$ cat src/rtl/irqc_pkg.sv
package irqc_pkg;
   typedef enum int unsigned {
      SRC_FRM = 0,
      SRC_DLY = 1
   } irq_src_e;

   localparam int unsigned NUM_SRC = 2;
endpackage

$ cat src/rtl/irqc_frame_ctr.sv
module irqc_frame_ctr #(
   parameter int unsigned CNT_W   = 8,
   parameter int unsigned RST_THR = 4
) (
   input  logic             clk,
   input  logic             rst_n,
   input  logic             soft_rst,
   input  logic             thr_wr,
   input  logic [CNT_W-1:0] thr_in,
   input  logic             frame_done,
   output logic [CNT_W-1:0] count,
   output logic             pending,
   output logic             wrap
);
   localparam logic [CNT_W-1:0] ONE     = CNT_W'(1);
   localparam logic [CNT_W-1:0] RST_RAW = CNT_W'(RST_THR);
   localparam logic [CNT_W-1:0] RST_EFF = (RST_RAW == '0) ? ONE : RST_RAW;

   logic [CNT_W-1:0] thr_q;
   logic [CNT_W-1:0] thr_nxt;
   logic [CNT_W-1:0] eff_q;
   logic [CNT_W-1:0] eff_nxt;
   logic [CNT_W-1:0] cnt_q;
   logic             reload;

   always_comb begin
      thr_nxt = thr_wr ? thr_in : thr_q;
      eff_q   = (thr_q == '0) ? ONE : thr_q;
      eff_nxt = (thr_nxt == '0) ? ONE : thr_nxt;
      reload  = soft_rst || thr_wr;
      wrap    = frame_done && !reload && (cnt_q == ONE);
   end

   always_ff @(posedge clk or negedge rst_n) begin
      if (!rst_n) begin
         thr_q <= RST_RAW;
      end else begin
         thr_q <= thr_nxt;
      end
   end

   always_ff @(posedge clk or negedge rst_n) begin
      if (!rst_n) begin
         cnt_q <= RST_EFF;
      end else if (reload) begin
         cnt_q <= eff_nxt;
      end else if (frame_done) begin
         if (cnt_q == ONE) begin
            cnt_q <= eff_q;
         end else begin
            cnt_q <= cnt_q - ONE;
         end
      end
   end

   assign count   = cnt_q;
   assign pending = (cnt_q != eff_q);
endmodule

$ cat src/rtl/irqc_delay_timer.sv
module irqc_delay_timer #(
   parameter int unsigned DLY_W   = 8,
   parameter int unsigned RST_THR = 0
) (
   input  logic             clk,
   input  logic             rst_n,
   input  logic             soft_rst,
   input  logic             thr_wr,
   input  logic [DLY_W-1:0] thr_in,
   input  logic             frame_done,
   input  logic             tick,
   input  logic             pending,
   output logic [DLY_W-1:0] count,
   output logic             hit
);
   localparam logic [DLY_W-1:0] ONE     = DLY_W'(1);
   localparam logic [DLY_W-1:0] RST_RAW = DLY_W'(RST_THR);

   logic [DLY_W-1:0] thr_q;
   logic [DLY_W-1:0] cnt_q;
   logic             clear;
   logic             active;
   logic             run;

   always_comb begin
      clear  = soft_rst || thr_wr || frame_done;
      active = (thr_q != '0);
      run    = tick && pending && active && !clear && (cnt_q != thr_q);
      hit    = run && (cnt_q == (thr_q - ONE));
   end

   always_ff @(posedge clk or negedge rst_n) begin
      if (!rst_n) begin
         thr_q <= RST_RAW;
      end else if (thr_wr) begin
         thr_q <= thr_in;
      end
   end

   always_ff @(posedge clk or negedge rst_n) begin
      if (!rst_n) begin
         cnt_q <= '0;
      end else if (clear) begin
         cnt_q <= '0;
      end else if (run) begin
         cnt_q <= cnt_q + ONE;
      end
   end

   assign count = cnt_q;
endmodule

$ cat src/rtl/irqc_flag_cell.sv
module irqc_flag_cell (
   input  logic clk,
   input  logic rst_n,
   input  logic soft_rst,
   input  logic set,
   input  logic ack,
   output logic flag
);
   logic flag_q;

   always_ff @(posedge clk or negedge rst_n) begin
      if (!rst_n) begin
         flag_q <= 1'b0;
      end else if (soft_rst) begin
         flag_q <= 1'b0;
      end else if (set) begin
         flag_q <= 1'b1;
      end else if (ack) begin
         flag_q <= 1'b0;
      end
   end

   assign flag = flag_q;
endmodule

$ cat src/rtl/irq_coalesce_unit.sv
module irq_coalesce_unit #(
   parameter int unsigned CNT_W       = 8,
   parameter int unsigned DLY_W       = 8,
   parameter int unsigned FRM_THR_RST = 4,
   parameter int unsigned DLY_THR_RST = 0,
   parameter bit          REG_IRQ     = 1'b0
) (
   input  logic             clk,
   input  logic             rst_n,
   input  logic             soft_rst,
   input  logic             frame_done,
   input  logic             tick,
   input  logic             frm_thr_wr,
   input  logic [CNT_W-1:0] frm_thr_in,
   input  logic             dly_thr_wr,
   input  logic [DLY_W-1:0] dly_thr_in,
   input  logic             frm_irq_en,
   input  logic             dly_irq_en,
   input  logic             frm_ack,
   input  logic             dly_ack,
   output logic             frm_flag,
   output logic             dly_flag,
   output logic             irq,
   output logic [CNT_W-1:0] frm_count,
   output logic [DLY_W-1:0] dly_count
);
   import irqc_pkg::*;

   localparam int unsigned FRM_MAX = (1 << CNT_W) - 1;
   localparam int unsigned DLY_MAX = (1 << DLY_W) - 1;

   generate
      if (CNT_W < 1 || CNT_W > 16) begin : g_bad_cnt_w
         $error("CNT_W must lie in 1..16");
      end
      if (DLY_W < 1 || DLY_W > 16) begin : g_bad_dly_w
         $error("DLY_W must lie in 1..16");
      end
      if (FRM_THR_RST > FRM_MAX) begin : g_bad_frm_rst
         $error("FRM_THR_RST does not fit in CNT_W bits");
      end
      if (DLY_THR_RST > DLY_MAX) begin : g_bad_dly_rst
         $error("DLY_THR_RST does not fit in DLY_W bits");
      end
   endgenerate

   logic               pending;
   logic               frm_wrap;
   logic               dly_hit;
   logic [NUM_SRC-1:0] set_vec;
   logic [NUM_SRC-1:0] ack_vec;
   logic [NUM_SRC-1:0] en_vec;
   logic [NUM_SRC-1:0] flag_vec;
   logic               irq_raw;

   irqc_frame_ctr #(
      .CNT_W   (CNT_W),
      .RST_THR (FRM_THR_RST)
   ) u_frame_ctr (
      .clk        (clk),
      .rst_n      (rst_n),
      .soft_rst   (soft_rst),
      .thr_wr     (frm_thr_wr),
      .thr_in     (frm_thr_in),
      .frame_done (frame_done),
      .count      (frm_count),
      .pending    (pending),
      .wrap       (frm_wrap)
   );

   irqc_delay_timer #(
      .DLY_W   (DLY_W),
      .RST_THR (DLY_THR_RST)
   ) u_delay_timer (
      .clk        (clk),
      .rst_n      (rst_n),
      .soft_rst   (soft_rst),
      .thr_wr     (dly_thr_wr),
      .thr_in     (dly_thr_in),
      .frame_done (frame_done),
      .tick       (tick),
      .pending    (pending),
      .count      (dly_count),
      .hit        (dly_hit)
   );

   always_comb begin
      set_vec          = '0;
      ack_vec          = '0;
      en_vec           = '0;
      set_vec[SRC_FRM] = frm_wrap;
      set_vec[SRC_DLY] = dly_hit;
      ack_vec[SRC_FRM] = frm_ack;
      ack_vec[SRC_DLY] = dly_ack;
      en_vec[SRC_FRM]  = frm_irq_en;
      en_vec[SRC_DLY]  = dly_irq_en;
   end

   generate
      for (genvar s = 0; s < NUM_SRC; s++) begin : g_flag
         irqc_flag_cell u_cell (
            .clk      (clk),
            .rst_n    (rst_n),
            .soft_rst (soft_rst),
            .set      (set_vec[s]),
            .ack      (ack_vec[s]),
            .flag     (flag_vec[s])
         );
      end
   endgenerate

   assign frm_flag = flag_vec[SRC_FRM];
   assign dly_flag = flag_vec[SRC_DLY];
   assign irq_raw  = |(flag_vec & en_vec);

   generate
      if (REG_IRQ) begin : g_irq_reg
         logic irq_q;
         always_ff @(posedge clk or negedge rst_n) begin
            if (!rst_n) begin
               irq_q <= 1'b0;
            end else begin
               irq_q <= irq_raw;
            end
         end
         assign irq = irq_q;
      end else begin : g_irq_comb
         assign irq = irq_raw;
      end
   endgenerate
endmodule

$ cat config.mk
export PLATFORM = sky130hd
export DESIGN_NAME = irq_coalesce_unit
export DESIGN_NICKNAME = d
export VERILOG_FILES = /design/src/rtl/irqc_pkg.sv /design/src/rtl/irqc_frame_ctr.sv /design/src/rtl/irqc_delay_timer.sv /design/src/rtl/irqc_flag_cell.sv /design/src/rtl/irq_coalesce_unit.sv
export SDC_FILE = /design/constraint.sdc
export NUM_CORES = 1
export LEC_CHECK = 0
export CAP_MARGIN = 20
export CORE_MARGIN = 1.5
export CORE_UTILIZATION = 42
export CTS_BUF_LIST = sky130_fd_sc_hd__clkbuf_8
export DETAILED_ROUTE_END_ITERATION = 10
export GPL_TIMING_DRIVEN = 0
export PLACE_DENSITY = 0.73
export SYNTH_ARGS = -nofsm -noshare
export SYNTH_HDL_FRONTEND = slang
export SYNTH_HIERARCHICAL = 1
export SYNTH_SLANG_ARGS = --single-unit
$ cat constraint.sdc
create_clock -name clk -period 4.25 [get_ports clk]
set_clock_uncertainty 0.2 [all_clocks]
set_input_delay 0.85 -clock clk [delete_from_list [all_inputs] [get_ports clk]]
set_output_delay 0.85 -clock clk [all_outputs]
set_load 0.02 [all_outputs]
After elaboration in Yosys (flattened, before gate mapping)
Index checks and enable logic that the tools add are counted.
{"block": "word_totals", "output_inout_bits": 19, "regBits": 34}
{"block": "op_classes", "addsub": 3, "n_eq_ne": 4, "reduce_logical": 20, "n_bitwise": 1, "mux": 14}
{"cell": "$mux 8", "count": 8}
{"cell": "$logic_not 8->1", "count": 2}
{"cell": "$ne 8x8->1", "count": 2}
{"cell": "$sub 8x1->8 const B", "count": 2}
{"cell": "$add 8x1->8 const B", "count": 1}
{"cell": "$eq 8x1->1 const B", "count": 1}
{"cell": "$eq 8x8->1", "count": 1}
{"cell": "$reduce_bool 8->1", "count": 1}
{"cell": "$logic_and 1x1->1", "count": 7}
{"cell": "$mux 1", "count": 6}
{"cell": "$reduce_bool 3->1", "count": 2}
{"cell": "$reduce_bool 2->1", "count": 2}
{"cell": "$logic_or 1x1->1", "count": 3}
{"cell": "$and 2x2->2", "count": 1}
{"cell": "$logic_not 1->1", "count": 2}
{"cell": "$reduce_or 2->1", "count": 1}

Depth between registers and ports, before layout
{"block": "logic_depth", "depth_word": 10, "mapped_depth": 10, "mapped_depth_nobuf": 10}

Modules after synthesis
The synthesis kept the hierarchy.
{"mod": "irqc_delay_timer", "area_per_inst_um2": 1136.1, "instances": 1, "cells_each": 110}
{"mod": "irqc_frame_ctr", "area_per_inst_um2": 1072.3, "instances": 1, "cells_each": 110}
{"mod": "irqc_flag_cell", "area_per_inst_um2": 43.8, "instances": 2, "cells_each": 4}
{"mod": "irq_coalesce_unit", "area_per_inst_um2": 8.8, "instances": 1, "cells_each": 1}

Least setup slack after synthesis
No wires, ideal clock.
{"block": "synth_timing", "path_type": "input port to flip-flop", "startpoint": "input dly_thr_wr", "endpoint": "register g_flag[1].u_cell.flag_q", "n_path_buf": 0, "arrival_time_ns": 2.257, "path_stages": 6, "t_required_ns": 3.977, "slack_ns": 1.719, "setup_ns": 0.073, "path_cell_list": "or3_4 -> a311oi_4 -> o21ai_4 -> a2111oi_4 -> inv_1 -> a21oi_2"}
{"block": "synth_between", "elab_chain_cells": 8, "elab_cells_between_ends": 9, "cone_classes": "mux: 2; reduce/logical: 7"}
{"element": "start, declared", "line": "irq_coalesce_unit.sv:15", "source": "input logic dly_thr_wr,"}
{"element": "$logic_or 1x1->1 * (2 in a row)", "line": "irqc_delay_timer.sv:26", "source": "clear = soft_rst || thr_wr || frame_done;"}
{"element": "$logic_not 1->1 *", "line": "irqc_delay_timer.sv:28", "source": "run = tick && pending && active && !clear && (cnt_q != thr_q);"}
{"element": "$logic_and 1x1->1 * (2 in a row)", "line": "irqc_delay_timer.sv:28"}
{"element": "$logic_and 1x1->1 *", "line": "irqc_delay_timer.sv:29", "source": "hit = run && (cnt_q == (thr_q - ONE));"}
{"element": "via dly_hit", "line": "irq_coalesce_unit.sv:49", "source": "logic dly_hit;"}
{"element": "$mux 1", "line": "irqc_flag_cell.sv:16", "source": "end else if (set) begin"}
{"element": "$mux 1", "line": "irqc_flag_cell.sv:14", "source": "end else if (soft_rst) begin"}
{"element": "end signal, assigned", "line": "irqc_flag_cell.sv:13", "source": "flag_q <= 1'b0;"}
{"element": "end signal, assigned", "line": "irqc_flag_cell.sv:15", "source": "flag_q <= 1'b0;"}
{"element": "end signal, assigned", "line": "irqc_flag_cell.sv:17", "source": "flag_q <= 1'b1;"}
{"element": "end, declared", "line": "irqc_flag_cell.sv:9", "source": "logic flag_q;"}
The timed path passes the listed nets; every way through them passes the cells marked *.
A chain may end at the register's enable or synchronous reset.

Final worst setup path
{"block": "layout_timing", "startpoint": "input frm_irq_en", "endpoint": "output irq"}
{"block": "layout_between", "elab_chain_cells": 2}
{"element": "start, declared", "line": "irq_coalesce_unit.sv:17", "source": "input logic frm_irq_en,"}
{"element": "$and 2x2->2", "line": "irq_coalesce_unit.sv:114", "source": "assign irq_raw = |(flag_vec & en_vec);"}
{"element": "$reduce_or 2->1", "line": "irq_coalesce_unit.sv:114"}
{"element": "end, declared", "line": "irq_coalesce_unit.sv:23", "source": "output logic irq,"}
Every way passes these cells.

==> results.toml <==
[status]
status = "complete, no violations"

[timing]
finalHoldViolCount = 0
fmax_ghz = 0.326
tns_ps = 0
rsz0062_at_grt = "false"
worst_pin_slew_ps = 776
fin_crit_sh_pct = 72.2
drv_slew = 0
setup_slack_ps = 1180
fin_crit_ps = 3070
slew_headroom_pct = 48.3
setup_viol = 0

[floorplan]
fp-row-count = 26
dieArea_um2 = 5940
ios = 46
core_um2 = 5200
die_w_um = 77.1
die_h_um = 77.1
start_util_pct = 44.3

[power_and_ir_drop]
p_sw_mw = 0.272
power.density_nw_per_um2 = 312
pwr-share-seq_pct = 42.6
p_int_mw = 0.648
pwr-share-clk_pct = 33.3
finalPower_mw = 0.920
swShare_pct = 29.6
p_comb_share_pct = 24.1
p_leak_nw = 1.24
irDropWorstVdd_mv = 0.213

[synth]
async_flop_share_pct = 100
ys_ff_latch = 34
synth_edf_count = 0
synth_top_cell_by_area = "dfrtp_1"
syn_inst = 229
netlist_area_um2 = 2300
ys_top_cells_by_count = "dfrtp_1, nand2_1, xor2_1"
syn_area_per_cell_um2 = 10.1
yosys_most_used_dff = "dfrtp_1"
ys_seq_area_share_pct = 37.0
synthTopCellsByArea = "dfrtp_1, mux2_2, xor2_1, mux2i_1, nand2_1"
syn_nets = 261
synth.most_common_cell = "dfrtp_1"
netlist.area_leader.share_pct = 34.7
yosysWarningCount = 6
synth_cell_type_count = 60

[critical_path]
r2r_start = "u_frame_ctr/thr_q[6]$_DFF_PN0_"
cp.arrival_ps = 2020
critPathLaunchType = "primary input"
crit_slowest_cell = "clkdlybuf4s50_1"
worstReg2RegEnd = "g_flag[1].u_cell/flag$_DFFE_PN0P_"
crit_start = "frm_irq_en"
slowest_delay_ps = 600
path_buf_inv = 2
r2r_cells = 10
cp_common_cell = "clkdlybuf4s50_1"
required_ps = 3200
critical_path.max_fanout = 1
reg2reg_slack_ps = 1360
setup.worst_path.class = "primary input to output port"
cp_cell_sequence = "clkdlybuf4s50_1, a22o_1, clkdlybuf4s50_1"
endpoint_kind = "output port"
critPathTopFamily = "buffers and inverters"

[clocking]
cts_root_buffer = "clkbuf_8"
cts_tree = "done"
clk_pin_slew_worst_paths_ps = 80
clockBufferDepth = 2
post_cts_buffers = 0
cts.sinks = 34
holdBufCountCts = 0
htree_num_levels = 2
cts_resized = 0
clock_latency_ps = 290
cts_buffers = 5

[worst_hold_path]
hold_depth = 2
hold_start = "g_flag[0].u_cell/flag$_DFFE_PN0P_"
hold_path.class = "flop to flop"
hold_path_end = "g_flag[0].u_cell/flag$_DFFE_PN0P_"

[place]
gp_congestion = 0.864
dp_hpwl_um = 4150
place_ws_ps = 915
portBuffers = 45
dp_cells = 344

[drt]
ant_nets = 0
vias = 1986
totalWireLength_um = 5640
avgViaCountPerCell = 5.66
wire_per_inst_um = 16.1
dr.pass1.iters = 4
drtIter0Drc = 142
drc_errors = 0

[finish]
final_cells = 351
drive_gt1_share_pct = 15.3
final_nets = 313
multi_input_area_um2 = 1360
diodes = 0
area_delta_synth_final_pct = 28.0
seq_area_um2 = 853
nFillCells = 481

[grt]
grt_start_max_net_pins = 35
gr-usage-all-layers_pct = 20.3
grt_pass1_vias = 1975
grt_antenna_before_repair = 0
grt_overflow = 0
grt_pass1_wl_um = 9690

[run]
max-cap-violations = 0
==> cells in the final DEF (no fill, tap or decap), types with 3 or more instances in the layout <==
cell	Yosys	routed
inv_1	10	10
o211ai_1	3	3
nand3_1	3	3
clkbuf_1	3	3
and4_1	3	3
nor4_1	3	3
xor2_1	17	17
clkbuf_8	0	6
clkdlybuf4s50_1	0	44
nand2b_1	6	6
o21ai_0	5	5
o21ai_1	7	7
o2111ai_1	4	4
a31oi_1	4	4
mux2i_1	10	10
buf_2	2	3
a21oi_1	8	8
mux2_2	14	14
dfrtp_1	32	32
xnor2_1	4	4
nand2_1	17	17
nor3_1	7	7
ha_1	5	5
nor2_1	12	12
and3_1	3	3
==> worst max path at each step <==
stage                                   endpoint  slack [ps]  depth (start not counted)
2_1_floorplan  g_flag[1].u_cell/flag$_DFFE_PN0P_        1720                          6
3_3_place_gp   g_flag[1].u_cell/flag$_DFFE_PN0P_         920                          7
3_5_place_dp   g_flag[1].u_cell/flag$_DFFE_PN0P_         920                          7
4_1_cts                                      irq        1170                          3
5_1_grt        g_flag[1].u_cell/flag$_DFFE_PN0P_        1060                          7
6_report                                     irq        1180                          3
==> registers in the layout (all words and copies together), names as in the netlist <==
name,flops
u_delay_timer/thr_q,8
u_frame_ctr/count,8
u_delay_timer/count,8
g_flag.u_cell/flag,2
u_frame_ctr/thr_q,8
==> tightest hold or removal path: stages, from the launching register on <==
cell      delay, ps
dfrtp_1         390
nand2b_1        100
a21oi_2          50
==> cells by family (layout without fill, tap and decap cells) <==
logic type,count (synthesis),count (layout),share of synthesized area [%]
and+or+nand+nor,71,71,18.1
AOI/OAI and AO/OA,54,54,18.5
DFF,34,34,37.0
muxes,25,25,11.7
xor gates and xnor gates,21,21,7.98
buffers and inverters,19,71,4.02
adders and majority gates,5,5,2.71
==> power by group through the flow <==
| stage | logic, mW | registers [mW] | clock network [mW] |
|---|---|---|---|
| floorplan | 0.129 | 0.400 | 0 |
| global placement | 0.216 | 0.396 | 0 |
| detailed placement | 0.219 | 0.397 | 0 |
| CTS | 0.221 | 0.391 | 0.314 |
| global route | 0.243 | 0.397 | 0.326 |
| finish | 0.222 | 0.392 | 0.307 |
==> per-layer routing <==
| metal | GRT usage, % | routed length, um |
|---|---|---|
| met1 | 28.5 | 2690 |
| met2 | 30.6 | 2550 |
| met3 | 5.36 | 301 |
| met4 | 6.18 | 89 |
| met5 | 0 | 0 |
==> per-stage QoR <==
step           hold slack, ps  area (um^2)  util [%]
6_report                  378         2950      56.7
5_1_grt                   403         2950      56.7
4_1_cts                   379         2950      56.7
3_5_place_dp              341         2840      54.5
3_3_place_gp              326         2840      54.6
2_1_floorplan             305         2300         -
==> cell type report <==
type,count,area share (%)
buffer,9,1.87
tap,70,2.97
clock buffer,6,2.80
multi-input combinational,176,46.1
inverter,10,1.27
clock inverter,1,1.02
sequential,34,28.9
timing repair buffer,45,15.1
(Power assumes the default switching activity.)
